--- config.mk ---
export PLATFORM = sky130hd
export DESIGN_NAME = sar_seq
export DESIGN_NICKNAME = d
export VERILOG_FILES = /design/src/rtl/sar_pkg.sv /design/src/rtl/sar_tick_gen.sv /design/src/rtl/sar_approx.sv /design/src/rtl/sar_ctrl.sv /design/src/rtl/sar_seq.sv
export SDC_FILE = /design/constraint.sdc
export NUM_CORES = 1
export LEC_CHECK = 0
export BUFFER_PORTS_ARGS = -buffer_cell sky130_fd_sc_hd__buf_2
export CORE_MARGIN = 1.5
export CORE_UTILIZATION = 50
export CTS_CLUSTER_DIAMETER = 30
export DETAILED_ROUTE_END_ITERATION = 6
export GPL_ROUTABILITY_DRIVEN = 0
export MAX_ROUTING_LAYER = met4
export PLACE_DENSITY = 0.76
export RECOVER_POWER = 50
export SLEW_MARGIN = 20
export SYNTH_ARGS = -nofsm -noshare
export SYNTH_HDL_FRONTEND = slang
export SYNTH_SLANG_ARGS = --single-unit
--- constraint.sdc ---
create_clock -name clk -period 2.6 [get_ports clk]
set_input_delay 0.52 -clock clk [delete_from_list [all_inputs] [get_ports clk]]
set_output_delay 0.52 -clock clk [all_outputs]
set_load 0.005 [all_outputs]
--- src/rtl/sar_pkg.sv ---
package sar_pkg;
    // Sequencer phases: idle/acquiring, RC pre-wait, converting, abort recovery
    typedef enum logic [1:0] {
        ST_IDLE = 2'd0,
        ST_PRE  = 2'd1,
        ST_CONV = 2'd2,
        ST_REC  = 2'd3
    } sar_state_e;

    localparam logic [1:0] SEL_RC        = 2'b11;
    localparam logic [3:0] TRIG_MODE_ADC = 4'b1011;
    localparam int         REC_HALVES    = 4;
endpackage

--- src/rtl/sar_tick_gen.sv ---
// Half-period tick generator for the conversion clock.
// Produces one-cycle htick pulses every DIVx/2 system clocks for select
// codes 0..2, or passes rc_tick through for the RC source. Assumes every
// DIVx is even and at least 2. The count restarts on clr and while idle,
// so the first tick of a phase comes exactly one half period after clr.
module sar_tick_gen #(
    parameter int DIV0 = 2,
    parameter int DIV1 = 8,
    parameter int DIV2 = 32
) (
    input  logic       clk,
    input  logic       rst_n,
    input  logic       clr,
    input  logic       run,
    input  logic [1:0] sel,
    input  logic       rc_tick,
    output logic       htick
);
    import sar_pkg::*;

    localparam int HP0   = DIV0 / 2;
    localparam int HP1   = DIV1 / 2;
    localparam int HP2   = DIV2 / 2;
    localparam int HPMAX = (HP0 > HP1) ? ((HP0 > HP2) ? HP0 : HP2)
                                       : ((HP1 > HP2) ? HP1 : HP2);
    localparam int CW    = $clog2(HPMAX + 1);

    logic [CW-1:0] cnt;
    logic [CW-1:0] lim;

    // Pick the terminal count for the selected divider
    always_comb begin
        case (sel)
            2'b00:   lim = CW'(HP0 - 1);
            2'b01:   lim = CW'(HP1 - 1);
            default: lim = CW'(HP2 - 1);
        endcase
    end

    // Free-running half-period counter, restarted at each phase change
    always_ff @(posedge clk) begin
        if (!rst_n || clr || !run || cnt >= lim) begin
            cnt <= '0;
        end else begin
            cnt <= cnt + 1'b1;
        end
    end

    // Tick output: RC pulses or divider terminal count
    always_comb begin
        if (sel == SEL_RC) begin
            htick = run && !clr && rc_tick;
        end else begin
            htick = run && !clr && (cnt == lim);
        end
    end
endmodule

--- src/rtl/sar_approx.sv ---
// Successive-approximation register.
// init loads the MSB trial code. Each step keeps or drops the current
// trial bit using cmp (high means the input is at or above the trial code)
// and raises the next lower bit. After W steps, code holds the result.
module sar_approx #(
    parameter int W = 8
) (
    input  logic         clk,
    input  logic         rst_n,
    input  logic         init,
    input  logic         step,
    input  logic         cmp,
    output logic [W-1:0] code
);
    logic [W-1:0] mask;

    // Trial code and bit pointer update
    always_ff @(posedge clk) begin
        if (!rst_n) begin
            code <= '0;
            mask <= '0;
        end else if (init) begin
            code <= {1'b1, {(W-1){1'b0}}};
            mask <= {1'b1, {(W-1){1'b0}}};
        end else if (step) begin
            code <= (cmp ? code : (code & ~mask)) | (mask >> 1);
            mask <= mask >> 1;
        end
    end
endmodule

--- src/rtl/sar_ctrl.sv ---
// Conversion sequencer control.
// Holds the enable, clock-select and interrupt state and runs the phase
// machine. Phase order is idle, then an optional RC pre-wait, then the
// conversion. An abort path leads through a recovery wait back to idle.
// Kill priority, highest first: disable write, sleep with a system-clock
// source, software abort. A conversion lasts 2*W+3 half periods. Bits are
// sampled on the even counts up to 2*W, and the last half period covers
// the result load.
module sar_ctrl #(
    parameter int W        = 8,
    parameter int PRE_CLKS = 4
) (
    input  logic       clk,
    input  logic       rst_n,
    input  logic       ctl_wr,
    input  logic       ctl_en,
    input  logic       ctl_go,
    input  logic [1:0] ctl_sel,
    input  logic       irq_en,
    input  logic       irq_clr,
    input  logic       sleep,
    input  logic       trig,
    input  logic [3:0] trig_mode,
    input  logic       htick,
    output logic [1:0] sel_q,
    output logic       run,
    output logic       div_clr,
    output logic       conv_init,
    output logic       sar_step,
    output logic       load_res,
    output logic       busy,
    output logic       en_stat,
    output logic       active,
    output logic       acq,
    output logic       irq,
    output logic       wake,
    output logic       tmr_rst
);
    import sar_pkg::*;

    localparam int TOTAL  = 2 * W + 3;
    localparam int SLAST  = 2 * W;
    localparam int HW     = $clog2(2 * W + 4);
    localparam int PW     = (PRE_CLKS > 1) ? $clog2(PRE_CLKS + 1) : 1;

    sar_state_e    state, state_n;
    logic [HW-1:0] hcnt, hcnt_n, h_next;
    logic [PW-1:0] pre_cnt, pre_n;
    logic          en_q, pdn_q, irq_q, wake_q, tmr_q;
    logic [1:0]    sel_n;
    logic          rc_q, rc_n, wr_dis, trig_hit, start, sw_abort, slp_kill;

    // Decode write, trigger and kill conditions
    always_comb begin
        sel_n    = ctl_wr ? ctl_sel : sel_q;
        rc_q     = (sel_q == SEL_RC);
        rc_n     = (sel_n == SEL_RC);
        wr_dis   = ctl_wr && !ctl_en;
        trig_hit = trig && (trig_mode == TRIG_MODE_ADC);
        start    = en_q && !wr_dis && !pdn_q && !(sleep && !rc_n) &&
                   (state == ST_IDLE) && ((ctl_wr && ctl_go) || trig_hit);
        sw_abort = ctl_wr && ctl_en && !ctl_go &&
                   ((state == ST_PRE) || (state == ST_CONV));
        slp_kill = sleep && !rc_q && (state != ST_IDLE);
        h_next   = hcnt + 1'b1;
    end

    // Phase machine next state and datapath strobes
    always_comb begin
        state_n   = state;
        hcnt_n    = hcnt;
        pre_n     = pre_cnt;
        div_clr   = 1'b0;
        conv_init = 1'b0;
        sar_step  = 1'b0;
        load_res  = 1'b0;
        if (wr_dis || slp_kill) begin
            state_n = ST_IDLE;
        end else if (sw_abort) begin
            state_n = ST_REC;
            hcnt_n  = '0;
            div_clr = 1'b1;
        end else begin
            case (state)
                ST_IDLE: begin
                    if (start) begin
                        if (rc_n) begin
                            state_n = ST_PRE;
                            pre_n   = '0;
                        end else begin
                            state_n   = ST_CONV;
                            hcnt_n    = '0;
                            div_clr   = 1'b1;
                            conv_init = 1'b1;
                        end
                    end
                end
                ST_PRE: begin
                    if (pre_cnt == PW'(PRE_CLKS - 1)) begin
                        state_n   = ST_CONV;
                        hcnt_n    = '0;
                        div_clr   = 1'b1;
                        conv_init = 1'b1;
                    end else begin
                        pre_n = pre_cnt + 1'b1;
                    end
                end
                ST_CONV: begin
                    if (htick) begin
                        hcnt_n = h_next;
                        if (!h_next[0] && (h_next <= HW'(SLAST))) begin
                            sar_step = 1'b1;
                        end
                        if (h_next == HW'(TOTAL)) begin
                            state_n  = ST_IDLE;
                            load_res = 1'b1;
                        end
                    end
                end
                default: begin
                    if (htick) begin
                        hcnt_n = h_next;
                        if (h_next == HW'(REC_HALVES)) begin
                            state_n = ST_IDLE;
                        end
                    end
                end
            endcase
        end
    end

    // Phase, counters and software-visible control bits
    always_ff @(posedge clk) begin
        if (!rst_n) begin
            state   <= ST_IDLE;
            hcnt    <= '0;
            pre_cnt <= '0;
            en_q    <= 1'b0;
            sel_q   <= 2'b00;
        end else begin
            state   <= state_n;
            hcnt    <= hcnt_n;
            pre_cnt <= pre_n;
            en_q    <= ctl_wr ? ctl_en : en_q;
            sel_q   <= sel_n;
        end
    end

    // Power-down, interrupt, wake and timer-restart flags
    always_ff @(posedge clk) begin
        if (!rst_n) begin
            pdn_q  <= 1'b0;
            irq_q  <= 1'b0;
            wake_q <= 1'b0;
            tmr_q  <= 1'b0;
        end else begin
            if (sleep && !rc_q) begin
                pdn_q <= 1'b1;
            end else if (!sleep) begin
                pdn_q <= 1'b0;
            end else if (load_res && !irq_en) begin
                pdn_q <= 1'b1;
            end
            if (load_res) begin
                irq_q <= 1'b1;
            end else if (irq_clr) begin
                irq_q <= 1'b0;
            end
            wake_q <= load_res && sleep && irq_en;
            tmr_q  <= trig_hit;
        end
    end

    assign run     = (state != ST_IDLE);
    assign busy    = (state == ST_PRE) || (state == ST_CONV);
    assign en_stat = en_q;
    assign active  = en_q && !pdn_q;
    assign acq     = active && (state == ST_IDLE);
    assign irq     = irq_q;
    assign wake    = wake_q;
    assign tmr_rst = tmr_q;
endmodule

--- src/rtl/sar_seq.sv ---
// Successive-approximation conversion sequencer, top level.
// Ties the control machine, the conversion clock divider and the
// approximation register together and holds the software result register.
// A completed conversion has priority over a software result write in the
// same cycle.
module sar_seq #(
    parameter int W        = 8,
    parameter int DIV0     = 2,
    parameter int DIV1     = 8,
    parameter int DIV2     = 32,
    parameter int PRE_CLKS = 4
) (
    input  logic         clk,
    input  logic         rst_n,
    input  logic         ctl_wr,
    input  logic         ctl_en,
    input  logic         ctl_go,
    input  logic [1:0]   ctl_sel,
    input  logic         res_wr,
    input  logic [W-1:0] res_wdata,
    input  logic         irq_en,
    input  logic         irq_clr,
    input  logic         sleep,
    input  logic         rc_tick,
    input  logic         trig,
    input  logic [3:0]   trig_mode,
    input  logic         cmp_in,
    output logic [W-1:0] dac_code,
    output logic [W-1:0] result,
    output logic         en_stat,
    output logic         busy,
    output logic         active,
    output logic         acq,
    output logic         irq,
    output logic         wake,
    output logic         tmr_rst
);
    logic [1:0] sel_q;
    logic       run, div_clr, conv_init, sar_step, load_res, htick;

    sar_ctrl #(.W(W), .PRE_CLKS(PRE_CLKS)) u_ctrl (
        .clk(clk), .rst_n(rst_n),
        .ctl_wr(ctl_wr), .ctl_en(ctl_en), .ctl_go(ctl_go), .ctl_sel(ctl_sel),
        .irq_en(irq_en), .irq_clr(irq_clr), .sleep(sleep),
        .trig(trig), .trig_mode(trig_mode), .htick(htick),
        .sel_q(sel_q), .run(run), .div_clr(div_clr), .conv_init(conv_init),
        .sar_step(sar_step), .load_res(load_res), .busy(busy),
        .en_stat(en_stat), .active(active), .acq(acq), .irq(irq),
        .wake(wake), .tmr_rst(tmr_rst)
    );

    sar_tick_gen #(.DIV0(DIV0), .DIV1(DIV1), .DIV2(DIV2)) u_tick (
        .clk(clk), .rst_n(rst_n), .clr(div_clr), .run(run),
        .sel(sel_q), .rc_tick(rc_tick), .htick(htick)
    );

    sar_approx #(.W(W)) u_sar (
        .clk(clk), .rst_n(rst_n), .init(conv_init), .step(sar_step),
        .cmp(cmp_in), .code(dac_code)
    );

    // Result register: conversion load wins over a software write
    always_ff @(posedge clk) begin
        if (!rst_n) begin
            result <= '0;
        end else if (load_res) begin
            result <= dac_code;
        end else if (res_wr) begin
            result <= res_wdata;
        end
    end
endmodule

**After elaboration in Yosys (flattened, before gate mapping)**

Cells that the tools add are included.

- Bits in registers: 46
- Bits of input ports: 26
- Output and inout bits: 23
- Logic and storage cells: 152

- Add/subtract/negate cells: 3
- $lt $le $gt $ge: 2
- Equal/unequal tests: 19
- Muxes and demuxes: 52
- Bitwise logic cells: 6
- Reduce and logical (&&, ||, !) cells: 55

Operators with widths:

| kind | count |
|---|---|
| $mux W8 | 7 |
| $mux W5 | 5 |
| $logic_and A1 B1 Y1 | 23 |
| $mux W1 | 23 |
| $mux W2 | 9 |
| $logic_not A1 Y1 | 12 |
| $ne A3 B1 Y1 const B | 4 |
| $reduce_and A6 Y1 | 2 |
| $add A5 B1 Y5 const B | 2 |
| $pmux W5 S2 | 1 |
| $reduce_bool A2 Y1 | 5 |
| $mux W3 | 3 |
| $and A8 B8 Y8 | 1 |
| $not A8 Y8 | 1 |
| $or A8 B7 Y8 | 1 |
| $pmux W4 S2 | 1 |
| $eq A2 B2 Y1 const B | 3 |
| $logic_or A1 B1 Y1 | 6 |
| $pmux W2 S3 | 1 |
| $pmux W3 S2 | 1 |
| $eq A5 B3 Y1 const B | 1 |
| $eq A5 B4 Y1 | 1 |
| $eq A5 B5 Y1 const B | 1 |
| $ge A5 B4 Y1 | 1 |
| other kinds (16) | 22 |

**Longest topological paths before layout**

- Depth after elaboration: 24
- Depth in mapped cells: 10
- Mapped depth without buffers: 8

**Cells and area by module**

Synthesis repeated with hierarchy kept, for this count alone.

- Cell total of the unflattened synthesis: 272
- Area, all modules: 2617.5 sq um

By module, submodules not included:

| module | times used | cells each | area an instance (sq um) | seq. area each (sq um) |
|---|---|---|---|---|
| sar_ctrl | 1 | 140 | 1166.1 | 340.3 |
| sar_approx | 1 | 62 | 651.9 | 320.3 |
| sar_seq | 1 | 35 | 440.4 | 160.2 |
| sar_tick_gen | 1 | 35 | 359.1 | 100.1 |

**Worst setup path after synthesis**

Ideal clock, no wire load.

- Kind: reg2reg
- Start: register u_ctrl.sel_q[0]
- End: register u_ctrl.hcnt[4]
- Setup time: 0.070 ns
- Arrival time: 2.406 ns
- Required time: 2.530 ns
- Setup slack: 0.124 ns
- Cell stages (with the launch flop): 10
- Buffers on the path: 1
- Clock period less this slack: 2.476 ns
- Cell sequence: dfxtp_1 -> or2_2 -> ha_1 -> and3b_1 -> a41o_1 -> o2111ai_1 -> or3_1 -> buf_2 -> or4_1 -> a21boi_1

- Cells in the longest elaborated chain, start to end: 18
- Elaborated cells on any way between the ends: 32
- Those cells by class: eq/ne: 6; mux: 8; bitwise: 1; reduce/logical: 17

Ends and longest elaborated chain:

| what | line | source |
|---|---|---|
| start: declaration | sar_ctrl.sv:25 | `output logic [1:0] sel_q,` |
| start signal: assignment | sar_ctrl.sv:145 | `sel_q <= sel_n;` |
| $mux W2 | sar_ctrl.sv:55 | `sel_n = ctl_wr ? ctl_sel : sel_q;` |
| $eq A2 B2 Y1 | sar_ctrl.sv:57 | `rc_n = (sel_n == SEL_RC);` |
| $logic_not A1 Y1 | sar_ctrl.sv:60 | `start = en_q && !wr_dis && !pdn_q && !(sleep && !rc_n) &&` |
| $logic_and A1 B1 Y1 | sar_ctrl.sv:60 |  |
| $logic_not A1 Y1 | sar_ctrl.sv:60 |  |
| $logic_and A1 B1 Y1 (2 in a row) | sar_ctrl.sv:60 |  |
| $logic_and A1 B1 Y1 | sar_ctrl.sv:61 | `(state == ST_IDLE) && ((ctl_wr && ctl_go) \|\| trig_hit);` |
| $mux W1 | sar_ctrl.sv:86 | `if (start) begin` |
| $pmux W1 S2 | sar_ctrl.sv:84 | `case (state)` |
| $mux W1 | sar_ctrl.sv:79 | `end else if (sw_abort) begin` |
| $mux W1 | sar_ctrl.sv:77 | `if (wr_dis \|\| slp_kill) begin` |
| $logic_not A1 Y1 | sar_tick_gen.sv:52, sar_tick_gen.sv:54 |  |
| $logic_and A1 B1 Y1 | sar_tick_gen.sv:52, sar_tick_gen.sv:54 |  |
| $logic_and A1 B1 Y1, on equally long branches | sar_tick_gen.sv:54, sar_tick_gen.sv:52 |  |
| $mux W1 | sar_tick_gen.sv:51 | `if (sel == SEL_RC) begin` |
| $reduce_bool A4 Y1 (no source line) | - |  |
| $reduce_and A5 Y1 (no source line) * | - |  |
| end signal: assignment | sar_ctrl.sv:142 | `hcnt <= hcnt_n;` |
| end: declaration | sar_ctrl.sv:47 | `logic [HW-1:0] hcnt, hcnt_n, h_next;` |

Every way passes the cells marked *; elsewhere a longest branch is shown, timed or not.
A chain may end at the register's enable or synchronous reset.

**Worst setup path in the final report**

- Start: register u_ctrl.state[1]
- End: register u_ctrl.hcnt[3]

- Cells in the longest elaborated chain, start to end: 13
- Elaborated cells on any way between the ends: 27
- Those cells by class: eq/ne: 5; mux: 7; bitwise: 1; reduce/logical: 14

Ends and longest elaborated chain:

| what | line | source |
|---|---|---|
| start: declaration | sar_ctrl.sv:46 | `sar_state_e state, state_n;` |
| start signal: assignment | sar_ctrl.sv:141 | `state <= state_n;` |
| $logic_not A2 Y1 | sar_ctrl.sv:61, sar_ctrl.sv:84 |  |
| $logic_and A1 B1 Y1 | sar_ctrl.sv:60 |  |
| $logic_and A1 B1 Y1 | sar_ctrl.sv:61 |  |
| $mux W1 | sar_ctrl.sv:86 |  |
| $pmux W1 S2 | sar_ctrl.sv:84 |  |
| $mux W1 | sar_ctrl.sv:79 |  |
| $mux W1 | sar_ctrl.sv:77 |  |
| $logic_not A1 Y1 | sar_tick_gen.sv:52, sar_tick_gen.sv:54 |  |
| $logic_and A1 B1 Y1 | sar_tick_gen.sv:52, sar_tick_gen.sv:54 |  |
| $logic_and A1 B1 Y1, on equally long branches | sar_tick_gen.sv:54, sar_tick_gen.sv:52 |  |
| $mux W1 | sar_tick_gen.sv:51 |  |
| $reduce_bool A4 Y1 (no source line) | - |  |
| $reduce_and A5 Y1 (no source line) | - |  |

Several ways; a longest one is shown, not always the timed one.

==> metrics.cfg <==
[clock_network]
clk_pin_slew_ns = 0.09
cts-hold-fix-buffers = 0
clock_latency_ns = 0.29
root_buffer = clkbuf_8
cts_made_buffers = 5
cts.sinks = 46
cts.path.max_buffers = 2
cts_tree = yes
htreeDepth = 2

[critical_path]
max_stage_delay_ns = 0.47
crit_slowest_cell = or4_1
worstPathMaxFanout = 6
crit_arrival_ns = 2.67
worstSetupStartpointType = flop
cpLargestDelayFamily = simple AND/OR/NAND/NOR gates
path_buf_inv = 1
critPathRequiredTime_ns = 2.83
end_kind = flop
worst_path_most_repeated_cell = or3_4
timing_worst_setup_path_type = flop to flop
cp_cell_sequence = inv_1 -> ha_1 -> and4b_1 -> or3_4 -> o2111ai_1 -> or3_4 -> or4_1 -> a21boi_1

[detailed_routing]
ant_nets = 0
drc_errors = 0
drtIter0Drc = 138
vias = 2288
dr.pass1.iters = 4
viasPerCell = 5.461
routed_wirelength_mm = 5.444
wire_per_inst_um = 12.99

[synthesis]
synth_most_common_cell = dfxtp_1
async_reset_ff_frac = 0
synthMuxAreaShare = 0.05920
synthTopCellsByArea = dfxtp_1 36%, ha_1 6.8%, mux2i_1 5.5%, nand2_1 4.7%, a21oi_1 3.7%
ys_ff_latch = 46
seq_area_frac_synth = 0.3601
yosys.area_share.simple = 0.2363
synth.distinct_cells = 55
syn-instance-count = 299
yosys_warnings = 0
synth_edf_count = 0
syn_area_per_cell_um2 = 8.553
synth_xor_area_frac = 0.01027
synthFlopType = dfxtp_1
synth_top_family_by_area = simple AND/OR/NAND/NOR gates
synthTopCellsByCount = 46 x dfxtp_1, 32 x nand2_1, 19 x a21oi_1
synth_top_area_share = 0.3601
synth_compound_area_frac = 0.2128
synth_fa_ha_area_frac = 0.06849
syn_area_mm2 = 0.002557
syn-num-nets = 339
synth_area_leader_cell = dfxtp_1

[floorplan]
ioPinCount = 49
die_h_um = 74.52
rows = 25
core_area_mm2 = 0.004817
die_w_um = 74.52
die_area_mm2 = 0.005553
initial_core_util = 0.5309

[place]
place_area_mm2 = 0.002894
portBuffers = 48
dp_slack_ns = 0.08069
dp.cells = 409
dp_hpwl_mm = 4.083

[cells_and_area]
seqCellArea_um2 = 920.9
antenna_cells = 0
nNetsFinal = 391
syn2layout_area_growth_pct = 18.25
final_cell_area_mm2 = 0.003024
drive_above_1_share = 0.1761
n_fill_cell = 434
fin_util = 0.6278
fin_cells = 419
multi_input_area_mm2 = 0.001521

[grt]
grt_pass1_vias = 2049
grt_pass1_wl_mm = 8.859
antenna_found_initial = 0
grt_start_max_net_pins = 27
grt_overflow_total = 0
grtUsageTotal = 0.2103

[timing]
hold_slack_ns = 0.4709
finalSetupTns_ns = 0
worst_pin_slew_ns = 1.099
clock.fmax_mhz = 409.3
period_minus_slack_ns = 2.443
setup_slack_ns = 0.1566
rsz0062_at_grt = no
final_max_slew_viol_count = 0
maxSlewHeadroom = 0.2672
period_share = 0.9398
fin_skew_ns = 0.005355
setup_viol = 0
hold_viol = 0

[job]
cap_violations = 0

[status]
status = finished, final reports clean

[power]
ir_drop_mv = 0.2612
power_mw = 1.428
power.density_mw_per_mm2 = 472.2
power.leakage_nw = 1.307

[min_path]
hold_class = flop to flop

-- placed cells by master, fill, tap and decap left out, drive strengths merged, types with 3 or more instances in the layout --
| master | instances |
|---|---|
| dfxtp | 46 |
| a32oi | 3 |
| and3 | 3 |
| nor2b | 10 |
| mux2i | 14 |
| nand2b | 14 |
| inv | 19 |
| o211a | 8 |
| nand2 | 32 |
| o21ai | 15 |
| and2 | 4 |
| nor3 | 4 |
| a21oi | 19 |
| nor3b | 3 |
| nand3b | 3 |
| or4 | 3 |
| or3 | 4 |
| nor2 | 13 |
| buf | 45 |
| ha | 14 |
| nand3 | 9 |
| clkbuf | 19 |
| o31ai | 4 |
| nor4 | 3 |
| a21boi | 10 |
-- worst paths after layout --
path / startpoint / end / slack [ns] / cells after the start
setup / recovery: u_ctrl.state[1] / u_ctrl.hcnt[3] / 0.16 / 8
hold / removal: u_ctrl.pre_cnt[0] / u_ctrl.pre_cnt[0] / 0.47 / 1
setup reg to reg: u_ctrl.state[1] / u_ctrl.hcnt[3] / 0.16 / 8
hold reg to reg: u_ctrl.pre_cnt[0] / u_ctrl.pre_cnt[0] / 0.47 / 1
-- layer usage --
| layer | global-route usage | part of all wire |
|---|---|---|
| met5 | - | 0 |
| met4 | 0.07273 | 0.0062 |
| met3 | 0.03388 | 0.045 |
| met2 | 0.3442 | 0.47 |
| met1 | 0.2631 | 0.47 |
-- where the power goes --
| part | switching (mW) | internal, mW |
|---|---|---|
| Sequential | 0.00650 | 0.717 |
| Combinational | 0.0885 | 0.0830 |
| Clock | 0.245 | 0.288 |
| Total | 0.340 | 1.09 |
-- logic make-up (layout without fill, tap and decap cells) --
group / Yosys count / count (layout)
AND/OR/NAND/NOR: 112 / 112
AO/OA/AOI/OAI: 77 / 77
flip-flops: 46 / 46
buffers and inverters: 32 / 85
multiplexers: 15 / 15
adder cells (fa/ha/maj): 14 / 14
XOR/XNOR: 3 / 3
-- repair_timing --
action	CTS	global route
setup endpoints to repair	0	3
buffers inserted	0	2
gates resized for setup	0	3
-- state kept, by name (all words and copies together), names as in the netlist, 2 cells and up --
register / count
u_sar.mask: 8
u_tick.cnt: 5
u_ctrl.pre_cnt: 3
result: 8
u_ctrl.hcnt: 5
u_ctrl.state: 2
u_ctrl.sel_q: 2
u_sar.code: 8
-- cell type report --
cell class	count	area share
Multi-Input combinational cell	221	0.5031
Timing Repair Buffer	59	0.1051
Sequential cell	46	0.3045
Tap cell	67	0.02772
Clock inverter	3	0.01448
Inverter	18	0.02234
Clock buffer	5	0.02276
No activity file was read; power rests on OpenSTA's default activity.
